### config.mk
export PLATFORM = sky130hd
export DESIGN_NAME = regshift_carry
export DESIGN_NICKNAME = d
export VERILOG_FILES = /design/src/rtl/regshift_carry.sv
export SDC_FILE = /design/constraint.sdc
export NUM_CORES = 1
export LEC_CHECK = 0
export BUFFER_PORTS_ARGS = -buffer_cell sky130_fd_sc_hd__buf_2
export CAP_MARGIN = 0
export CORE_UTILIZATION = 30
export DETAILED_ROUTE_END_ITERATION = 8
export GPL_TIMING_DRIVEN = 0
export PLACE_DENSITY = 0.57
export SYNTH_ARGS = -nofsm -noshare
export SYNTH_HDL_FRONTEND = slang
export SYNTH_SLANG_ARGS = --single-unit
### constraint.sdc
create_clock -name vclk -period 5.65
set_input_delay 0.8475 -clock vclk [all_inputs]
set_output_delay 0.8475 -clock vclk [all_outputs]
set_load 0.03 [all_outputs]
### src/rtl/regshift_carry.sv
module regshift_carry #(
  parameter int W  = 32,
  parameter int AW = 8
) (
  input  logic [W-1:0]  operand_i,
  input  logic [W-1:0]  amount_i,
  input  logic [1:0]    op_i,
  input  logic          carry_i,
  output logic [W-1:0]  result_o,
  output logic          carry_o
);
  localparam int LOGW = $clog2(W);

  logic [AW-1:0]   amt;
  logic [LOGW-1:0] rot;

  assign amt = amount_i[AW-1:0];
  assign rot = amt[LOGW-1:0];

  always_comb begin
    result_o = operand_i;
    carry_o  = carry_i;
    if (amt != '0) begin
      unique case (op_i)
        2'b00: begin
          if (int'(amt) < W) begin
            result_o = operand_i << rot;
            carry_o  = operand_i[LOGW'(W - int'(amt))];
          end else if (int'(amt) == W) begin
            result_o = '0;
            carry_o  = operand_i[0];
          end else begin
            result_o = '0;
            carry_o  = 1'b0;
          end
        end
        2'b01: begin
          if (int'(amt) < W) begin
            result_o = operand_i >> rot;
            carry_o  = operand_i[rot - 1'b1];
          end else if (int'(amt) == W) begin
            result_o = '0;
            carry_o  = operand_i[W-1];
          end else begin
            result_o = '0;
            carry_o  = 1'b0;
          end
        end
        2'b10: begin
          if (int'(amt) < W) begin
            result_o = W'($signed(operand_i) >>> rot);
            carry_o  = operand_i[rot - 1'b1];
          end else begin
            result_o = {W{operand_i[W-1]}};
            carry_o  = operand_i[W-1];
          end
        end
        default: begin
          if (rot == '0) begin
            carry_o = operand_i[W-1];
          end else begin
            result_o = (operand_i >> rot) | (operand_i << LOGW'(W - int'(rot)));
            carry_o  = operand_i[rot - 1'b1];
          end
        end
      endcase
    end
  end

  always_comb begin
    if (amt == '0) begin
      p_zero_passthru_r2: assert (result_o == operand_i && carry_o == carry_i)
        else $error("R2: zero distance altered outputs");
    end
    if (op_i == 2'b00 && int'(amt) > W) begin
      p_lsl_flush_r4: assert (result_o == '0 && !carry_o)
        else $error("R4: left shift beyond width not cleared");
    end
    if (op_i == 2'b01 && int'(amt) > W) begin
      p_lsr_flush_r6: assert (result_o == '0 && !carry_o)
        else $error("R6: right shift beyond width not cleared");
    end
    if (op_i == 2'b10 && int'(amt) >= W) begin
      p_asr_fill_r7: assert ($countones(result_o) == (operand_i[W-1] ? W : 0) && carry_o == operand_i[W-1])
        else $error("R7: arithmetic shift did not sign fill");
    end
    if (op_i == 2'b11) begin
      p_ror_keeps_bits_r8: assert ($countones(result_o) == $countones(operand_i))
        else $error("R8: rotate changed bit population");
    end
    if (op_i == 2'b11 && amt != '0 && rot == '0) begin
      p_ror_wrap_carry_r9: assert (result_o == operand_i && carry_o == operand_i[W-1])
        else $error("R9: rotate by width multiple wrong");
    end
  end
endmodule

# [Word level (Yosys, flattened, before mapping)]
# Index checks and enable logic that the tools add are counted.
[totals] reg_bits=0 inputBits=67 out_inout_bits=33 elab_cells=36
[classes] addsub=3 magnitude_cmp=3 eq_ne=3 shifts=4 n_mux=19 bitwise_logic=1 reduce_logical=3
[op_table] cell="2-to-1 mux 32 bit" n=5
[op_table] cell="case mux 32 bit (3 select lines)" n=1
[op_table] cell="<< shifter 32 x 5 -> 32 bit" n=2
[op_table] cell="bitwise OR 32 bit" n=1
[op_table] cell="right shift 32 x 5 -> 32 bit" n=1
[op_table] cell=">>> shifter 32 x 5 -> 32 bit" n=1
[op_table] cell="binary-select mux 1 bit (select 5 bit)" n=2
[op_table] cell="2-to-1 mux 1 bit" n=10
[op_table] cell="subtractor 1 x 5 -> 5 bit (first input constant)" n=2
[op_table] cell="== test 8 x 7 -> 1 bit (second input constant)" n=1
[op_table] cell="< comparator 8 x 6 -> 1 bit (second input constant)" n=1
[op_table] cell="nonzero test 8 bit" n=1
[op_table] cell="< comparator 5 x 7 -> 1 bit (second input constant)" n=1
[op_table] cell="< comparator 5 x 6 -> 1 bit (second input constant)" n=1
[op_table] cell="zero test 5 bit" n=1
[op_table] cell="subtractor 5 x 1 -> 5 bit (second input constant)" n=1
[op_table] cell="case mux 1 bit (3 select lines)" n=1
[op_table] cell="== test 2 x 1 -> 1 bit (second input constant)" n=1
[op_table] cell="== test 2 bit (second input constant)" n=1
[op_table] cell="zero test 2 bit" n=1

# [Logic depth before layout (Yosys ltp)]
[depth] depth_word=7 mapped_depth=18 depth_no_buf=11

# [Least setup slack after synthesis]
# No wires, ideal clock.
[synth_path] path_kind="input -> output" startpoint="in amount_i[0]" endpoint="out result_o[19]" arrival_time_ps=4484 required_time_ps=4803 path_slack_ps=318 stages=15 n_path_buf=7 cell_sequence="buf_6 > buf_8 > inv_2 > buf_2 > buf_2 > ha_1 > or3b_2 > clkbuf_1 > clkinv_1 > ha_1 > clkbuf_1 > clkbuf_1 > a21oi_1 > a21o_1 > a311oi_1"
[synth_via] elab_chain_len=6 word_cells_on_any_way=15 cone_classes="1 x add/sub; 1 x order compare; 4 x shift; 6 x mux; 1 x bitwise; 2 x reduce/logical"
[synth_lines] element="start: declaration" line="6" rtl="input logic [W-1:0] amount_i,"
[synth_lines] element="subtractor 1 x 5 -> 5 bit" line="62" rtl="result_o = (operand_i >> rot) | (operand_i << LOGW'(W - int'(rot)));"
[synth_lines] element="<< shifter 32 x 5 -> 32 bit" line="62"
[synth_lines] element="bitwise OR 32 bit" line="62"
[synth_lines] element="2-to-1 mux 32 bit" line="59" rtl="if (rot == '0) begin"
[synth_lines] element="case mux 32 bit (3 select lines)" line="24" rtl="unique case (op_i)"
[synth_lines] element="2-to-1 mux 32 bit (*)" line="23" rtl="if (amt != '0) begin"
[synth_lines] element="end: declaration" line="9" rtl="output logic [W-1:0] result_o,"
# Mark *: on every way between the ends. The rest lies on a longest branch, timed or not.

# [Worst setup path after layout]
[layout_path] startpoint="in amount_i[3]" endpoint="out result_o[23]"
# The elaborated chain is that of the path after synthesis.

==> results <==
- The flow ran to the end, but the final reports show violations.
- The final reports fail on capacitance limit, slew limit, setup timing.
- For this configuration, the core starts out at a cell density of 30.4%.
- The final critical-path required period is 5700 ps.
- Signal routing reaches up to met4.
- The placement row count is 60.
- The maximum clock rate is 175 MHz.
- The endpoint type of the worst setup path is a primary output.
- The net count reported at finish is 1149.
- The number of antenna violations at the first check in global routing is 1.
- The final layout contains routed wiring with a total length of 63700 µm.
- The post-synthesis average cell area is 8.15 µm².
- The worst hold path belongs to the class input pin to primary output.
- The number of sequential cells in the layout is 0.
- The routed layout has 10900 vias.
- Summed over all nets, the half-perimeter wirelength after detailed placement is between 50000 and 60000 µm.
- The finished cells cover between 9000 and 10000 µm².
- In this run the worst path has a maximum fanout of 10.
- The core outline area is 26900 µm².
- The count of final max-slew check failures is 2.
- The library cell used most frequently in the layout, excluding fill and tap cells, is mux4_2.
- The count of maximum capacitance violations is 1.
- The overall routing resource usage is 44.8%.
- The first global-routing pass estimated 87400 µm of wire.
- For this run, the number of Yosys warnings is 0.
- The number of global-route vias before repair is roughly 10000.
- The netlist area before placement is 8180 µm².
- The final number of hold-violating endpoints is 0.
- Routability-driven placement finished with a final weighted congestion of 1.05.
- The placed instances occupy a cell area of 8980 µm².
- Summed over all failing endpoints, the final setup total negative slack is -68.3 ps.
- After the first detailed-routing iteration, the DRC count stood at 1808.
- STA classifies the critical path startpoint as an input pin.
- STA puts the critical path data arrival time at about 4900 ps.
- When the netlist entered floorplanning its net count stood at around 1100.
- The number of distinct library cells after synthesis is between 70 and 80.
- The first detailed-routing pass took 5 iterations.
- By startpoint and endpoint, the worst setup path is classified as input pin to primary output.
- The number of routed nets with antenna violations is 0.
- The aggregate global routing overflow is 0.
- The actual slew at the worst max-slew pin is 1520 ps.
- The hold-critical path depth is 3.
- The length of routed wiring on met1 is 24700 µm.
- The cell type of the slowest stage on the worst timing path is a2111oi_1.
- The floorplan die width is 167 µm.
- The chip height is 167 µm.
- The register area is 0 µm².
- Relative to the synthesized area, the layout overhead comes to 12.5%.
- The signal on the critical path passes through buf_2 > clkbuf_1 > clkbuf_1 > buf_1 > o21ai_0 > a2111oi_1 > a311oi_1 > buf_2.
- The finished layout holds 1420 standard cells, fillers aside.
- The count of mapped cells out of synthesis is between 1000 and 1500.
- Summed over all nets, wire length on met2 after detailed routing comes to 26800 µm.
- The largest net degree at the start of global routing is 20.
- The relative max-transition margin is -2.78%.
- Dividing the detail-routed wire length by the instance count gives between 40 and 50 µm.
- The share of synthesized area in the top cell type comes to 27.5%.
- The floorplan step defined a die boundary enclosing about 28000 µm².
- In this run, placement finished with an instance count of 1420.
- The post-route fraction of the period consumed by the critical path is 101%.
- Setup repair after global routing left no endpoint under its margin.
- Of the cells placed in the final design, the portion with a size suffix greater than 1 is about a third.
- The final setup slack of the worst path is -49.6 ps.
- The critical path's largest stage delay is 1030 ps.
- Cells fill between 30% and 40% of the core in the end.
- Ranked by total cell area, the synthesized netlist is headed by mux4_2 (28%), mux2_2 (11%), mux2i_1 (6.9%).
- The library cells used most frequently in the layout, excluding fill and tap cells, are mux4_2 (101), buf_2 (97), nand2_1 (91).
- The number of top-level design ports is 100.
- In the routed design, unresolved DRC markers number 0.
- In the detailed route, the total length drawn on met3 is 7680 µm.
- The port buffer count is 75.
- The sequential fraction of the synthesis area is 0%.
- Using the TritonRoute via totals, the vias-per-cell ratio works out to ~7.7.
- The biggest area contributor in the post-synthesis netlist is mux4_2.
- Clock buffers in the final layout number 0.
- The hold buffer count at CTS is 0.
- The critical path required time is 4800 ps.
- Setup violations remaining at the end of the flow were counted as 2.
cell families (layout without fill, tap and decap cells):
family	after synthesis	after routing	share of synthesized area, %
fa+ha+maj	2	2	0.306
mux	240	240	47.0
other cells	0	1	0
compound gates	316	316	26.9
xor+xnor	3	3	0.321
buf+inv	150	224	8.86
simple gates	293	293	16.6
path summary, 6_finish.rpt:
check	startpoint	endpoint	slack [ps]
max	amount_i[3]	result_o[23]	-50
min	carry_i	carry_o	2160
critical path: cells and delay by family:
family	cells	cell delay [ps]
buf+inv	5	2440
compound gates	3	1560
through the flow:
stage | setup slack (ps) | hold slack [ps]
4_1_cts | 28.6 | 2160
6_report | -49.6 | 2160
5_1_grt | 43.9 | 2180
2_1_floorplan | 318 | 2040
3_5_place_dp | -1910 | 2160
3_3_place_gp | -2090 | 2170
layer usage:
metal  GRT usage (%)  up-vias
met5               0        -
met4            25.4        0
met3            9.43      192
met2            67.2     1046
met1            59.6     5492
li1                -     4182
cell type report:
cell class	count	area, µm²
fillers	2984	17700
diodes	1	2.50
well taps	341	427
multi-input cells	854	7610
inverters	11	51.3
repair buffers	79	405
plain buffers	134	704
timing repair:
item,in CTS,in global routing
endpoints found under the setup margin,33,21
pin swaps,2,0
hold endpoints to repair,0,0
setup buffers,4,0
gates resized for setup,49,8
synth_stat cells, types with 5 or more instances:
cell type / instances
clkbuf_1: 81
a311oi_1: 10
o22ai_1: 16
a31oi_1: 25
mux2i_1: 56
nor2b_1: 7
mux4_1: 6
nand3_1: 26
a22oi_1: 7
buf_2: 30
or3_1: 9
o22a_1: 6
or2_2: 8
buf_1: 8
a211oi_1: 16
and2_1: 9
nand2b_1: 13
o211ai_1: 22
nand2_1: 91
buf_4: 8
a2111oi_0: 6
clkinv_1: 5
a211o_1: 8
mux2_2: 78
o21ai_0: 59
nor3_1: 19
o31a_1: 5
buf_6: 11
o31ai_1: 8
a221oi_1: 5
a21o_1: 5
a32oi_1: 10
nor2_1: 89
inv_1: 5
a21oi_1: 49
o221ai_1: 8
mux4_2: 100
